### src/rtl/asid_tlb_pkg.sv
package asid_tlb_pkg;

  localparam int unsigned PG_OFF_W     = 12;
  localparam int unsigned PG_MAX_OFF_W = 30;

  typedef enum logic [1:0] {
    PG_4K  = 2'd0,
    PG_2M  = 2'd1,
    PG_1G  = 2'd2,
    PG_RSV = 2'd3
  } pg_size_e;

  // extra page-number bits ignored beyond the 4KB offset
  function automatic int unsigned pg_shift(pg_size_e s);
    case (s)
      PG_2M:   return 9;
      PG_1G:   return 18;
      default: return 0;
    endcase
  endfunction

endpackage

### src/rtl/asid_tlb_entry.sv
module asid_tlb_entry
  import asid_tlb_pkg::*;
#(
  parameter int unsigned VPN_W  = 36,
  parameter int unsigned PPN_W  = 40,
  parameter int unsigned ASID_W = 8
) (
  input  logic              clk_i,
  input  logic              rst_ni,
  input  logic              wr_i,
  input  logic              clr_i,
  input  logic [VPN_W-1:0]  wr_vpn_i,
  input  logic [PPN_W-1:0]  wr_ppn_i,
  input  logic [ASID_W-1:0] wr_asid_i,
  input  pg_size_e          wr_size_i,
  input  logic [VPN_W-1:0]  lk_vpn_i,
  input  logic [ASID_W-1:0] lk_asid_i,
  input  logic [VPN_W-1:0]  inv_vpn_i,
  input  logic [ASID_W-1:0] inv_asid_i,
  input  logic              inv_all_i,
  output logic              valid_o,
  output logic              lk_hit_o,
  output logic              inv_hit_o,
  output logic              fill_hit_o,
  output logic [PPN_W-1:0]  ppn_o,
  output pg_size_e          size_o
);

  logic              valid_q;
  logic [VPN_W-1:0]  vpn_q;
  logic [PPN_W-1:0]  ppn_q;
  logic [ASID_W-1:0] asid_q;
  pg_size_e          size_q;
  logic [VPN_W-1:0]  cmp_mask;

  assign cmp_mask = {VPN_W{1'b1}} << pg_shift(size_q);

  assign lk_hit_o   = valid_q && (asid_q == lk_asid_i) &&
                      (((vpn_q ^ lk_vpn_i) & cmp_mask) == '0);
  assign inv_hit_o  = valid_q && (inv_all_i || (asid_q == inv_asid_i)) &&
                      (((vpn_q ^ inv_vpn_i) & cmp_mask) == '0);
  assign fill_hit_o = valid_q && (asid_q == wr_asid_i) && (size_q == wr_size_i) &&
                      (((vpn_q ^ wr_vpn_i) & cmp_mask) == '0);

  assign valid_o = valid_q;
  assign ppn_o   = ppn_q;
  assign size_o  = size_q;

  always_ff @(posedge clk_i or negedge rst_ni) begin
    if (!rst_ni) begin
      valid_q <= 1'b0;
      vpn_q   <= '0;
      ppn_q   <= '0;
      asid_q  <= '0;
      size_q  <= PG_4K;
    end else if (clr_i) begin
      valid_q <= 1'b0;
    end else if (wr_i) begin
      valid_q <= 1'b1;
      vpn_q   <= wr_vpn_i;
      ppn_q   <= wr_ppn_i;
      asid_q  <= wr_asid_i;
      size_q  <= wr_size_i;
    end
  end

endmodule

### src/rtl/asid_tlb_victim.sv
module asid_tlb_victim #(
  parameter int unsigned N_ENTRIES = 16,
  localparam int unsigned IDX_W    = $clog2(N_ENTRIES)
) (
  input  logic [N_ENTRIES-1:0] valid_i,
  input  logic [N_ENTRIES-1:0] used_i,
  output logic [IDX_W-1:0]     idx_o
);

  logic any_free;

  // lowest invalid slot first, else lowest slot with used clear
  always_comb begin
    idx_o    = '0;
    any_free = 1'b0;
    for (int i = N_ENTRIES - 1; i >= 0; i--) begin
      if (!used_i[i]) idx_o = IDX_W'(i);
    end
    for (int i = N_ENTRIES - 1; i >= 0; i--) begin
      if (!valid_i[i]) begin
        idx_o    = IDX_W'(i);
        any_free = 1'b1;
      end
    end
  end

  logic unused_free;
  assign unused_free = any_free;

endmodule

### src/rtl/asid_tlb_sat_cnt.sv
module asid_tlb_sat_cnt #(
  parameter int unsigned CNT_W = 32
) (
  input  logic             clk_i,
  input  logic             rst_ni,
  input  logic             inc_i,
  output logic [CNT_W-1:0] cnt_o
);

  always_ff @(posedge clk_i or negedge rst_ni) begin
    if (!rst_ni)                    cnt_o <= '0;
    else if (inc_i && cnt_o != '1)  cnt_o <= cnt_o + 1'b1;
  end

endmodule

### src/rtl/asid_tlb.sv
module asid_tlb
  import asid_tlb_pkg::*;
#(
  parameter int unsigned N_ENTRIES = 16,
  parameter int unsigned VA_W      = 48,
  parameter int unsigned PA_W      = 52,
  parameter int unsigned ASID_W    = 8,
  parameter int unsigned CNT_W     = 32,
  localparam int unsigned VPN_W    = VA_W - PG_OFF_W,
  localparam int unsigned PPN_W    = PA_W - PG_OFF_W,
  localparam int unsigned IDX_W    = $clog2(N_ENTRIES)
) (
  input  logic              clk_i,
  input  logic              rst_ni,
  input  logic              lookup_valid_i,
  input  logic [VA_W-1:0]   lookup_va_i,
  input  logic [ASID_W-1:0] lookup_asid_i,
  input  logic              fill_i,
  input  logic [VA_W-1:0]   fill_va_i,
  input  logic [PPN_W-1:0]  fill_ppn_i,
  input  logic [ASID_W-1:0] fill_asid_i,
  input  logic [1:0]        fill_size_i,
  input  logic              inval_i,
  input  logic [VA_W-1:0]   inval_va_i,
  input  logic [ASID_W-1:0] inval_asid_i,
  input  logic              inval_all_asid_i,
  input  logic              flush_i,
  output logic              hit_o,
  output logic              miss_o,
  output logic [PA_W-1:0]   pa_o,
  output logic [CNT_W-1:0]  hit_cnt_o,
  output logic [CNT_W-1:0]  miss_cnt_o
);

  logic [N_ENTRIES-1:0] valid_vec, lk_hit_vec, inv_hit_vec, fill_hit_vec;
  logic [N_ENTRIES-1:0] wr_vec, clr_vec, touch_vec, used_q, used_n;
  logic [PPN_W-1:0]     ppn_arr  [N_ENTRIES];
  pg_size_e             size_arr [N_ENTRIES];
  logic [IDX_W-1:0]     victim_idx, fill_idx, lk_idx;
  logic                 do_flush, do_inv, do_fill, lk_any;
  pg_size_e             fill_size;
  logic [PA_W-1:0]      off_mask, pa_c;

  assign fill_size = pg_size_e'(fill_size_i);

  // one maintenance op per cycle: flush > invalidate > fill
  assign do_flush = flush_i;
  assign do_inv   = inval_i & ~flush_i;
  assign do_fill  = fill_i & ~flush_i & ~inval_i;

  for (genvar g = 0; g < N_ENTRIES; g++) begin : g_slot
    asid_tlb_entry #(
      .VPN_W (VPN_W),
      .PPN_W (PPN_W),
      .ASID_W(ASID_W)
    ) i_entry (
      .clk_i     (clk_i),
      .rst_ni    (rst_ni),
      .wr_i      (wr_vec[g]),
      .clr_i     (clr_vec[g]),
      .wr_vpn_i  (fill_va_i[VA_W-1:PG_OFF_W]),
      .wr_ppn_i  (fill_ppn_i),
      .wr_asid_i (fill_asid_i),
      .wr_size_i (fill_size),
      .lk_vpn_i  (lookup_va_i[VA_W-1:PG_OFF_W]),
      .lk_asid_i (lookup_asid_i),
      .inv_vpn_i (inval_va_i[VA_W-1:PG_OFF_W]),
      .inv_asid_i(inval_asid_i),
      .inv_all_i (inval_all_asid_i),
      .valid_o   (valid_vec[g]),
      .lk_hit_o  (lk_hit_vec[g]),
      .inv_hit_o (inv_hit_vec[g]),
      .fill_hit_o(fill_hit_vec[g]),
      .ppn_o     (ppn_arr[g]),
      .size_o    (size_arr[g])
    );
  end

  asid_tlb_victim #(
    .N_ENTRIES(N_ENTRIES)
  ) i_victim (
    .valid_i(valid_vec),
    .used_i (used_q),
    .idx_o  (victim_idx)
  );

  // lowest-index match wins for lookups and refills
  always_comb begin
    lk_idx   = '0;
    fill_idx = victim_idx;
    for (int i = N_ENTRIES - 1; i >= 0; i--) begin
      if (lk_hit_vec[i])   lk_idx   = IDX_W'(i);
      if (fill_hit_vec[i]) fill_idx = IDX_W'(i);
    end
  end

  assign lk_any = lookup_valid_i & (|lk_hit_vec);

  always_comb begin
    for (int i = 0; i < N_ENTRIES; i++) begin
      wr_vec[i]  = do_fill && (fill_idx == IDX_W'(i));
      clr_vec[i] = do_flush || (do_inv && inv_hit_vec[i]);
    end
    touch_vec = wr_vec;
    if (lk_any) touch_vec[lk_idx] = 1'b1;
  end

  // pseudo-LRU used bits
  always_comb begin
    used_n = used_q | touch_vec;
    if (&used_n) used_n = touch_vec;
    if (do_inv)  used_n = used_n & ~inv_hit_vec;
    if (do_flush) used_n = '0;
  end

  always_ff @(posedge clk_i or negedge rst_ni) begin
    if (!rst_ni) used_q <= '0;
    else         used_q <= used_n;
  end

  assign off_mask = ~({PA_W{1'b1}} << (PG_OFF_W + pg_shift(size_arr[lk_idx])));
  assign pa_c     = ({ppn_arr[lk_idx], {PG_OFF_W{1'b0}}} & ~off_mask) |
                    (PA_W'(lookup_va_i[PG_MAX_OFF_W-1:0]) & off_mask);

  always_ff @(posedge clk_i or negedge rst_ni) begin
    if (!rst_ni) begin
      hit_o  <= 1'b0;
      miss_o <= 1'b0;
      pa_o   <= '0;
    end else begin
      hit_o  <= lk_any;
      miss_o <= lookup_valid_i & ~lk_any;
      pa_o   <= lk_any ? pa_c : '0;
    end
  end

  asid_tlb_sat_cnt #(.CNT_W(CNT_W)) i_hit_cnt (
    .clk_i (clk_i),
    .rst_ni(rst_ni),
    .inc_i (lk_any),
    .cnt_o (hit_cnt_o)
  );

  asid_tlb_sat_cnt #(.CNT_W(CNT_W)) i_miss_cnt (
    .clk_i (clk_i),
    .rst_ni(rst_ni),
    .inc_i (lookup_valid_i & ~lk_any),
    .cnt_o (miss_cnt_o)
  );

  logic unused_lo;
  assign unused_lo = ^{fill_va_i[PG_OFF_W-1:0], inval_va_i[PG_OFF_W-1:0]};

endmodule

### config.mk
export PLATFORM = sky130hd
export DESIGN_NAME = asid_tlb
export DESIGN_NICKNAME = d
export VERILOG_FILES = /design/src/rtl/asid_tlb_pkg.sv /design/src/rtl/asid_tlb_entry.sv /design/src/rtl/asid_tlb_victim.sv /design/src/rtl/asid_tlb_sat_cnt.sv /design/src/rtl/asid_tlb.sv
export SDC_FILE = /design/constraint.sdc
export NUM_CORES = 2
export LEC_CHECK = 0
export CAP_MARGIN = 30
export CORE_MARGIN = 4
export CORE_UTILIZATION = 50
export CTS_BUF_LIST = sky130_fd_sc_hd__clkbuf_4
export CTS_CLUSTER_DIAMETER = 120
export CTS_CLUSTER_SIZE = 14
export DETAILED_ROUTE_END_ITERATION = 16
export MAX_ROUTING_LAYER = met4
export PLACE_DENSITY_LB_ADDON = 0.25
export SLEW_MARGIN = 10
export SYNTH_ARGS = -nofsm -noshare
export SYNTH_HDL_FRONTEND = slang
export SYNTH_SLANG_ARGS = --single-unit
### constraint.sdc
create_clock -name clk_i -period 4.15 [get_ports clk_i]
set_input_delay 0.83 -clock clk_i [delete_from_list [all_inputs] [get_ports clk_i]]
set_output_delay 0.83 -clock clk_i [all_outputs]
set_load 0.02 [all_outputs]
# Yosys cells after proc, flatten, opt, wreduce, memory -nomap -nowiden
# Index checks and enable logic that the tools add are counted.
# op_classes
addsub,3
shift,17
bitwise_logic,130
n_eq_ne,115
magnitude_cmp,3
div,0
n_mux,126
reduce_logical,262
mul,0
# ops
cell,n
$and 36x36->36,48
$logic_not 36->1,48
$xor 36x36->36,48
$shl 36x5->36 const A,16
$eq 8x8->1,48
$mux 4,64
$pmux 5 s2,17
$bmux 40 s4,1
$logic_and 1x1->1,147
$not 52->52,2
$mux 40,2
$add 32x1->32 const B,2
$mux 16,4
$ne 32x32->1 const B,2
$and 30x52->52,1
$and 52x52->52,1
$mux 52,1
$or 52x52->52,1
$shl 52x32->52 const A,1
$eq 2x1->1 const B,17
$eq 2x2->1 const B,17
$mux 1,33
$add 4x32->32 const A,1
$eq 2x2->1,16
other kinds (22),118
# word_totals
reg_bits,1526
romBits,0
n_memories,0
inputBits,217
latch_bits,0
ramBits,0

# Longest topological paths before layout
# logic_depth
depth_word,58
mapped_depth,24
ltp_nobuf,19

# Modules after synthesis
# From an unflattened synthesis, not the netlist that was laid out.
# hier_totals
cells_unflattened,7718
area_unflattened_um2,88195.8
# by_module_without_submodules
module,cells_per_inst,area_per_inst_um2,n_inst
asid_tlb_entry,383,4775.8,16
asid_tlb,1234,8285.4,1
asid_tlb_sat_cnt (i_miss_cnt),153,1617.8,1
asid_tlb_sat_cnt (i_hit_cnt),140,1522.7,1
asid_tlb_victim,63,356.6,1

# Worst setup path before layout
# Ideal clock, no wire load.
# synth_timing
path_kind,input-to-reg
startpoint,in lookup_asid_i[5]
endpoint,reg pa_o[47]
setup_ps,125
cell_stages,22
t_required_ps,4025
path_slack_ps,-1070
n_path_buf,7
arrival_time_ps,5095
cell_sequence,buf_2 -> buf_2 -> xor2_1 -> nor4_1 -> nand4_1 -> or3_1 -> nor3_2 -> a21oi_1 -> or2_2 -> buf_4 -> nand2_2 -> buf_6 -> buf_6 -> buf_6 -> o21ai_1 -> a21oi_1 -> o22ai_1 -> or3_1 -> ha_1 -> clkbuf_1 -> o21ai_0 -> a2111oi_0
# synth_via
elab_chain_len,32
elab_cells_between_ends,84
classes_between,1 x add/sub; 18 x eq/ne; 1 x shift; 24 x mux; 7 x bitwise; 33 x reduce/logical
# synth_rtl
element,line,source
from (decl),asid_tlb.sv:17,"input logic [ASID_W-1:0] lookup_asid_i,"
$eq 8x8->1,asid_tlb_entry.sv:38,assign lk_hit_o = valid_q && (asid_q == lk_asid_i) &&
$logic_and 1x1->1 (2 in a row),asid_tlb_entry.sv:38,
$mux 4 (16 in a row),asid_tlb.sv:92,if (lk_hit_vec[i]) lk_idx = IDX_W'(i);
$not 4->5 (not written as such),"asid_tlb.sv:121, asid_tlb.sv:122",
$bmux 2 s4,asid_tlb.sv:121,assign off_mask = ~({PA_W{1'b1}} << (PG_OFF_W + pg_shift(size_arr[lk_idx])));
$mux 2 (not written as such) (2 in a row),asid_tlb.sv:121,
$eq 2x2->1 or $eq 2x1->1 (tied branches),asid_tlb_pkg.sv:15,case (s)
$pmux 5 s2,asid_tlb_pkg.sv:15,
$add 4x32->32,asid_tlb.sv:121,
$shl 52x32->52,asid_tlb.sv:121,
$not 52->52,asid_tlb.sv:121,
$not 52->52,asid_tlb.sv:122,"assign pa_c = ({ppn_arr[lk_idx], {PG_OFF_W{1'b0}}} & ~off_mask) |"
$and 52x52->52,asid_tlb.sv:122,
$or 52x52->52,asid_tlb.sv:122,
$mux 52 (*),asid_tlb.sv:133,pa_o <= lk_any ? pa_c : '0;
to (signal assigned),asid_tlb.sv:133,
to (decl),asid_tlb.sv:30,"output logic [PA_W-1:0] pa_o,"
# Every way passes the cells marked *; elsewhere a longest branch is shown, timed or not. The select of a mux whose other input is x is not followed.
# A chain may end at the register's enable or synchronous reset.

# Final worst setup path
# layout_timing
startpoint,in lookup_va_i[23]
endpoint,reg pa_o[35]
# layout_via
elab_chain_len,33
elab_cells_between_ends,100
classes_between,1 x add/sub; 2 x eq/ne; 1 x shift; 24 x mux; 39 x bitwise; 33 x reduce/logical
# layout_rtl
element,line,source
from (decl),asid_tlb.sv:16,"input logic [VA_W-1:0] lookup_va_i,"
$xor 36x36->36,asid_tlb_entry.sv:39,(((vpn_q ^ lk_vpn_i) & cmp_mask) == '0);
$and 36x36->36,asid_tlb_entry.sv:39,
$logic_not 36->1,asid_tlb_entry.sv:39,
$logic_and 1x1->1,asid_tlb_entry.sv:38,
$mux 4 (16 in a row),asid_tlb.sv:92,
$not 4->5 (not written as such),"asid_tlb.sv:121, asid_tlb.sv:122",
$bmux 2 s4,asid_tlb.sv:121,
$mux 2 (not written as such) (2 in a row),asid_tlb.sv:121,
$eq 2x2->1 or $eq 2x1->1 (tied branches),asid_tlb_pkg.sv:15,
$pmux 5 s2,asid_tlb_pkg.sv:15,
$add 4x32->32,asid_tlb.sv:121,
$shl 52x32->52,asid_tlb.sv:121,
$not 52->52,asid_tlb.sv:121,
$not 52->52,asid_tlb.sv:122,
$and 52x52->52,asid_tlb.sv:122,
$or 52x52->52,asid_tlb.sv:122,
$mux 52 (*),asid_tlb.sv:133,
# Marked as above.

==> results list <==
- Slew headroom: 0.2876
- Share of layout cells above drive strength 1: 0.3715
- In this run, synthesis inferred 0 flip-flops with an integrated enable.
- Min Tclk post-route: 4.984 ns
- Critical path data required time: 5.48 ns
- Met1 GRT Util: 0.6259
- For this run, the total global-route usage over all layers was measured as 0.5226.
- DRC errors left: 0
* Hold path startpoint: fill_size_i[0]
- In this run the power density over the cells is 245.1 mW/mm^2.
- Met3 Track Usage GR: 0.1735
- Clock-pin slew was measured on the worst setup and hold paths at 0.18 ns.
* Vias: 91674
* MaxCap Viol Count: 0
* Final hold vios: 0
- Setup violations remaining at the end of the flow were counted as 1389.
- Clock tree synthesis inserted a total of 120 buffers.
* Final worst-path setup slack: -0.8344 ns
* Final Cycle Share: 1.201
- Initial antenna violation count: 48
- Post-synth design cell area: 0.09360 mm^2
- In the post-synthesis netlist, the biggest area contributors are dfrtp_1, mux2_2, xnor2_1.
* Critical path class: input pin to flip-flop
* Reg2Reg Depth: 23
- Worst min path class: input pin to flip-flop
- Number of global-route vias before repair: 89806
- DP HPWL: 367800 um
- Total congestion overflow after global routing: 0
- Setup repair after global routing could not meet its margin everywhere.
- Of the post-synthesis cell area, the dominant cell type holds 0.4080.
- After synthesis, the share of flip-flops with an asynchronous set or reset is 1.000.
- Sequential cell area: 0.03820 mm^2
* Wire length of the first global-routing pass: 691500 um
* Ys Warns: 0
* TritonCTS clock tree: yes
- Mapped Cells: 9280
- The path with the worst hold slack has its endpoint at g_slot[2].i_entry.size_o[0].
- In this run the count of I/O pins placed on the die edge is 335.
- The detail route stage leaves a number of antenna-violating nets equal to 0.
- Iteration-0 DRC count of the detailed router: 12994
- Data arrival time of the critical path: 6.31 ns
* Site row count: 158
- In the global route stage, met2 resource usage came out at 0.7276.
- Net count after synthesis: 9535
- The run finished, with violations left.
- Summed over all instances, the cell type with the most area after synthesis is dfrtp_1.
- The number of pins exceeding their max-slew limit in the final report came to 0.
- After synthesis the netlist holds a flip-flop and latch count of 1526.
* Layout overhead on the synthesized area: 36.19%
- The design draws 31.24 mW.
- Setup slack of the worst register-to-register path: -0.79 ns
* Die Area: 0.1942 mm^2
* Fmax: 200.6 MHz
- Entering global routing, the biggest net connects 130 pins.
- The final layout contains routed wiring with a total length of 516500 um.
- Yosys mapped the design onto 102 distinct sky130hd cell types.
- Sink Count: 1526
* Vias per Instance: 6.424
* Most used standard cell by instance count after synthesis: dfrtp_1
- The analysis attributes to cell leakage a power of 60.49 nW.
- Avg WL per Cell: 36.20 um
- Clock latency reported for the late side of the worst-skew pair: 1.44 ns
- Setup clock skew after layout: 0.1254 ns
- Number of fill cells: 13601
- Worst Hold Slack: 0.08122 ns
* Port bufs: 310
* Maximum clock insertion buffer count: 3
* Cell area after layout: 0.1275 mm^2
- Gr busiest metal: met2
* Multi-input gate area: 0.05494 mm^2
* Largest fanout of any net on the critical path: 9
- For this run, the post-layout net count is 11975.
- Violations in the final reports: negative setup slack
- The share of the Yosys chip area taken by registers is 0.4080.
- WHS Path Cells: 4
* R2r endpoint: pa_o[35]
* Transition time at the pin with the least slew margin: 1.065 ns
* Number of levels the H-tree was split into: 3
* Post-Syn Area per Cell: 10.09 um^2
- Launching point of the worst reg2reg path: g_slot[0].i_entry.size_o[0]
- Summing all placed instances gives a cell area of 0.1191 mm^2.
- Maximum ir drop on the vdd rail: 0.0003173 V
* Core region area: 0.1858 mm^2
* Placer Congestion: 1.123
- The worst setup path is launched from an input pin.
* Most frequent cells after synthesis: dfrtp_1, xnor2_1, nand2_1, mux2_2, xor2_1
* Filler-free cell count of the finished design: 14270
* Vert. Die Dim: 440.7 um
* Clock root cell: clkbuf_4
- The initial utilization of the core area, before any placement, comes to 0.5037.
- The die is 440.7 um wide.
* Number of detailed-routing iterations run before antenna repair: 7
- Once placement completed, the tool counted placed cells totaling 13814.
* Primary FF master, synth: dfrtp_1
- Critical Path End Type: flip-flop
state kept, by name, summed over array words and instances (netlist names):
name	cells
g_slot.i_entry.vpn_q	576
g_slot.i_entry.valid_o	16
pa_o	52
miss_o	1
hit_o	1
i_miss_cnt.cnt_o	32
i_hit_cnt.cnt_o	32
g_slot.i_entry.size_o	32
g_slot.i_entry.ppn_o	640
g_slot.i_entry.asid_q	128
used_q	16
critical path: stages:
cell	delay [ns]
clkdlybuf4s50_1	0.63
buf_4	0.32
buf_12	0.19
xor2_1	0.07
nor4_1	0.49
a41oi_2	0.40
buf_4	0.27
nor3_1	0.53
buf_4	0.22
or2_2	0.25
nand2_4	0.11
buf_6	0.13
nor2_1	0.12
a211oi_2	0.06
a21oi_1	0.15
o22ai_1	0.15
or3_4	0.45
ha_4	0.19
buf_12	0.14
nand2_8	0.09
nand2_8	0.10
buf_12	0.18
a2111oi_4	0.20
area by class of cell:
type,count,area share
well taps,2480,0.02434
flip-flops and latches,1526,0.2997
clock buffers,122,0.007185
clock inverters,13,0.001109
repair buffers,3038,0.2339
multi-input cells,6977,0.4310
diodes,57,0.001119
inverters,57,0.001698
cells by family (layout without fill, tap and decap cells):
kind of cell | Yosys count | after routing | synth area share
other | 0 | 57 | 0
buffers and inverters | 779 | 3230 | 0.03775
AO/OA/AOI/OAI | 749 | 749 | 0.05302
multiplexers | 1214 | 1214 | 0.1452
flip-flops | 1526 | 1526 | 0.4080
adder cells (fa/ha/maj) | 38 | 38 | 0.005080
XOR/XNOR | 2191 | 2191 | 0.2051
AND/OR/NAND/NOR | 2783 | 2785 | 0.1459
power by group:
part | internal, mW | switching (mW)
logic | 3.63 | 4.88
clock network | 1.44 | 5.50
registers | 15.4 | 0.415
cell usage in the layout (no fill, tap or decap), types with 238 or more instances in the layout:
master,count
buf_4,2174
nand4_1,400
xnor2_1,1322
nand2_1,1287
xor2_1,826
o21ai_0,245
nand3_1,327
clkdlybuf4s50_1,266
nor4_1,238
mux2_2,970
buf_12,332
dfrtp_1,1515
repair_timing:
| action | CTS | global route |
|---|---|---|
| cloned | 46 | 27 |
| endpoints found under the hold margin | 398 | 0 |
| pin swaps | 103 | 72 |
| hold buffers | 51 | 0 |
| setup endpoints to repair | 1489 | 1462 |
| gates resized for setup | 416 | 306 |
| setup buffers | 76 | 87 |
per-layer routing:
metal	up-vias	wire, um
li1	36945	-
met4	0	54880
met3	2380	70010
met5	-	0
met2	6979	209600
met1	45370	182000
stage by stage:
| step | setup slack, ns | TNS, ns | utilization |
|---|---|---|---|
| 2_1_floorplan | -0.5797 | -19.17 | - |
| 3_3_place_gp | -3.323 | -2090.28 | 0.6408 |
| 3_5_place_dp | -2.823 | -2046.43 | 0.6411 |
| 4_1_cts | -0.5956 | -230.56 | 0.6709 |
| 5_1_grt | -0.7701 | -456.96 | 0.6859 |
| 6_report | -0.8344 | -376.66 | 0.6860 |
worst max-delay path by stage:
stage                                       startpoint        to  slack (ns)  depth (start not counted)
after floorplan                       lookup_asid_i[4]  pa_o[48]       -0.58                         21
after global placement                 lookup_va_i[41]  pa_o[18]       -3.32                         22
after detailed placement               lookup_va_i[12]  pa_o[18]       -2.82                         23
after CTS                 g_slot[11].i_entry.vpn_q[33]  pa_o[13]       -0.60                         20
after global routing      g_slot[14].i_entry.size_o[0]  pa_o[35]       -0.77                         25
final                                  lookup_va_i[23]  pa_o[35]       -0.83                         23
(Power assumes the default switching activity.)
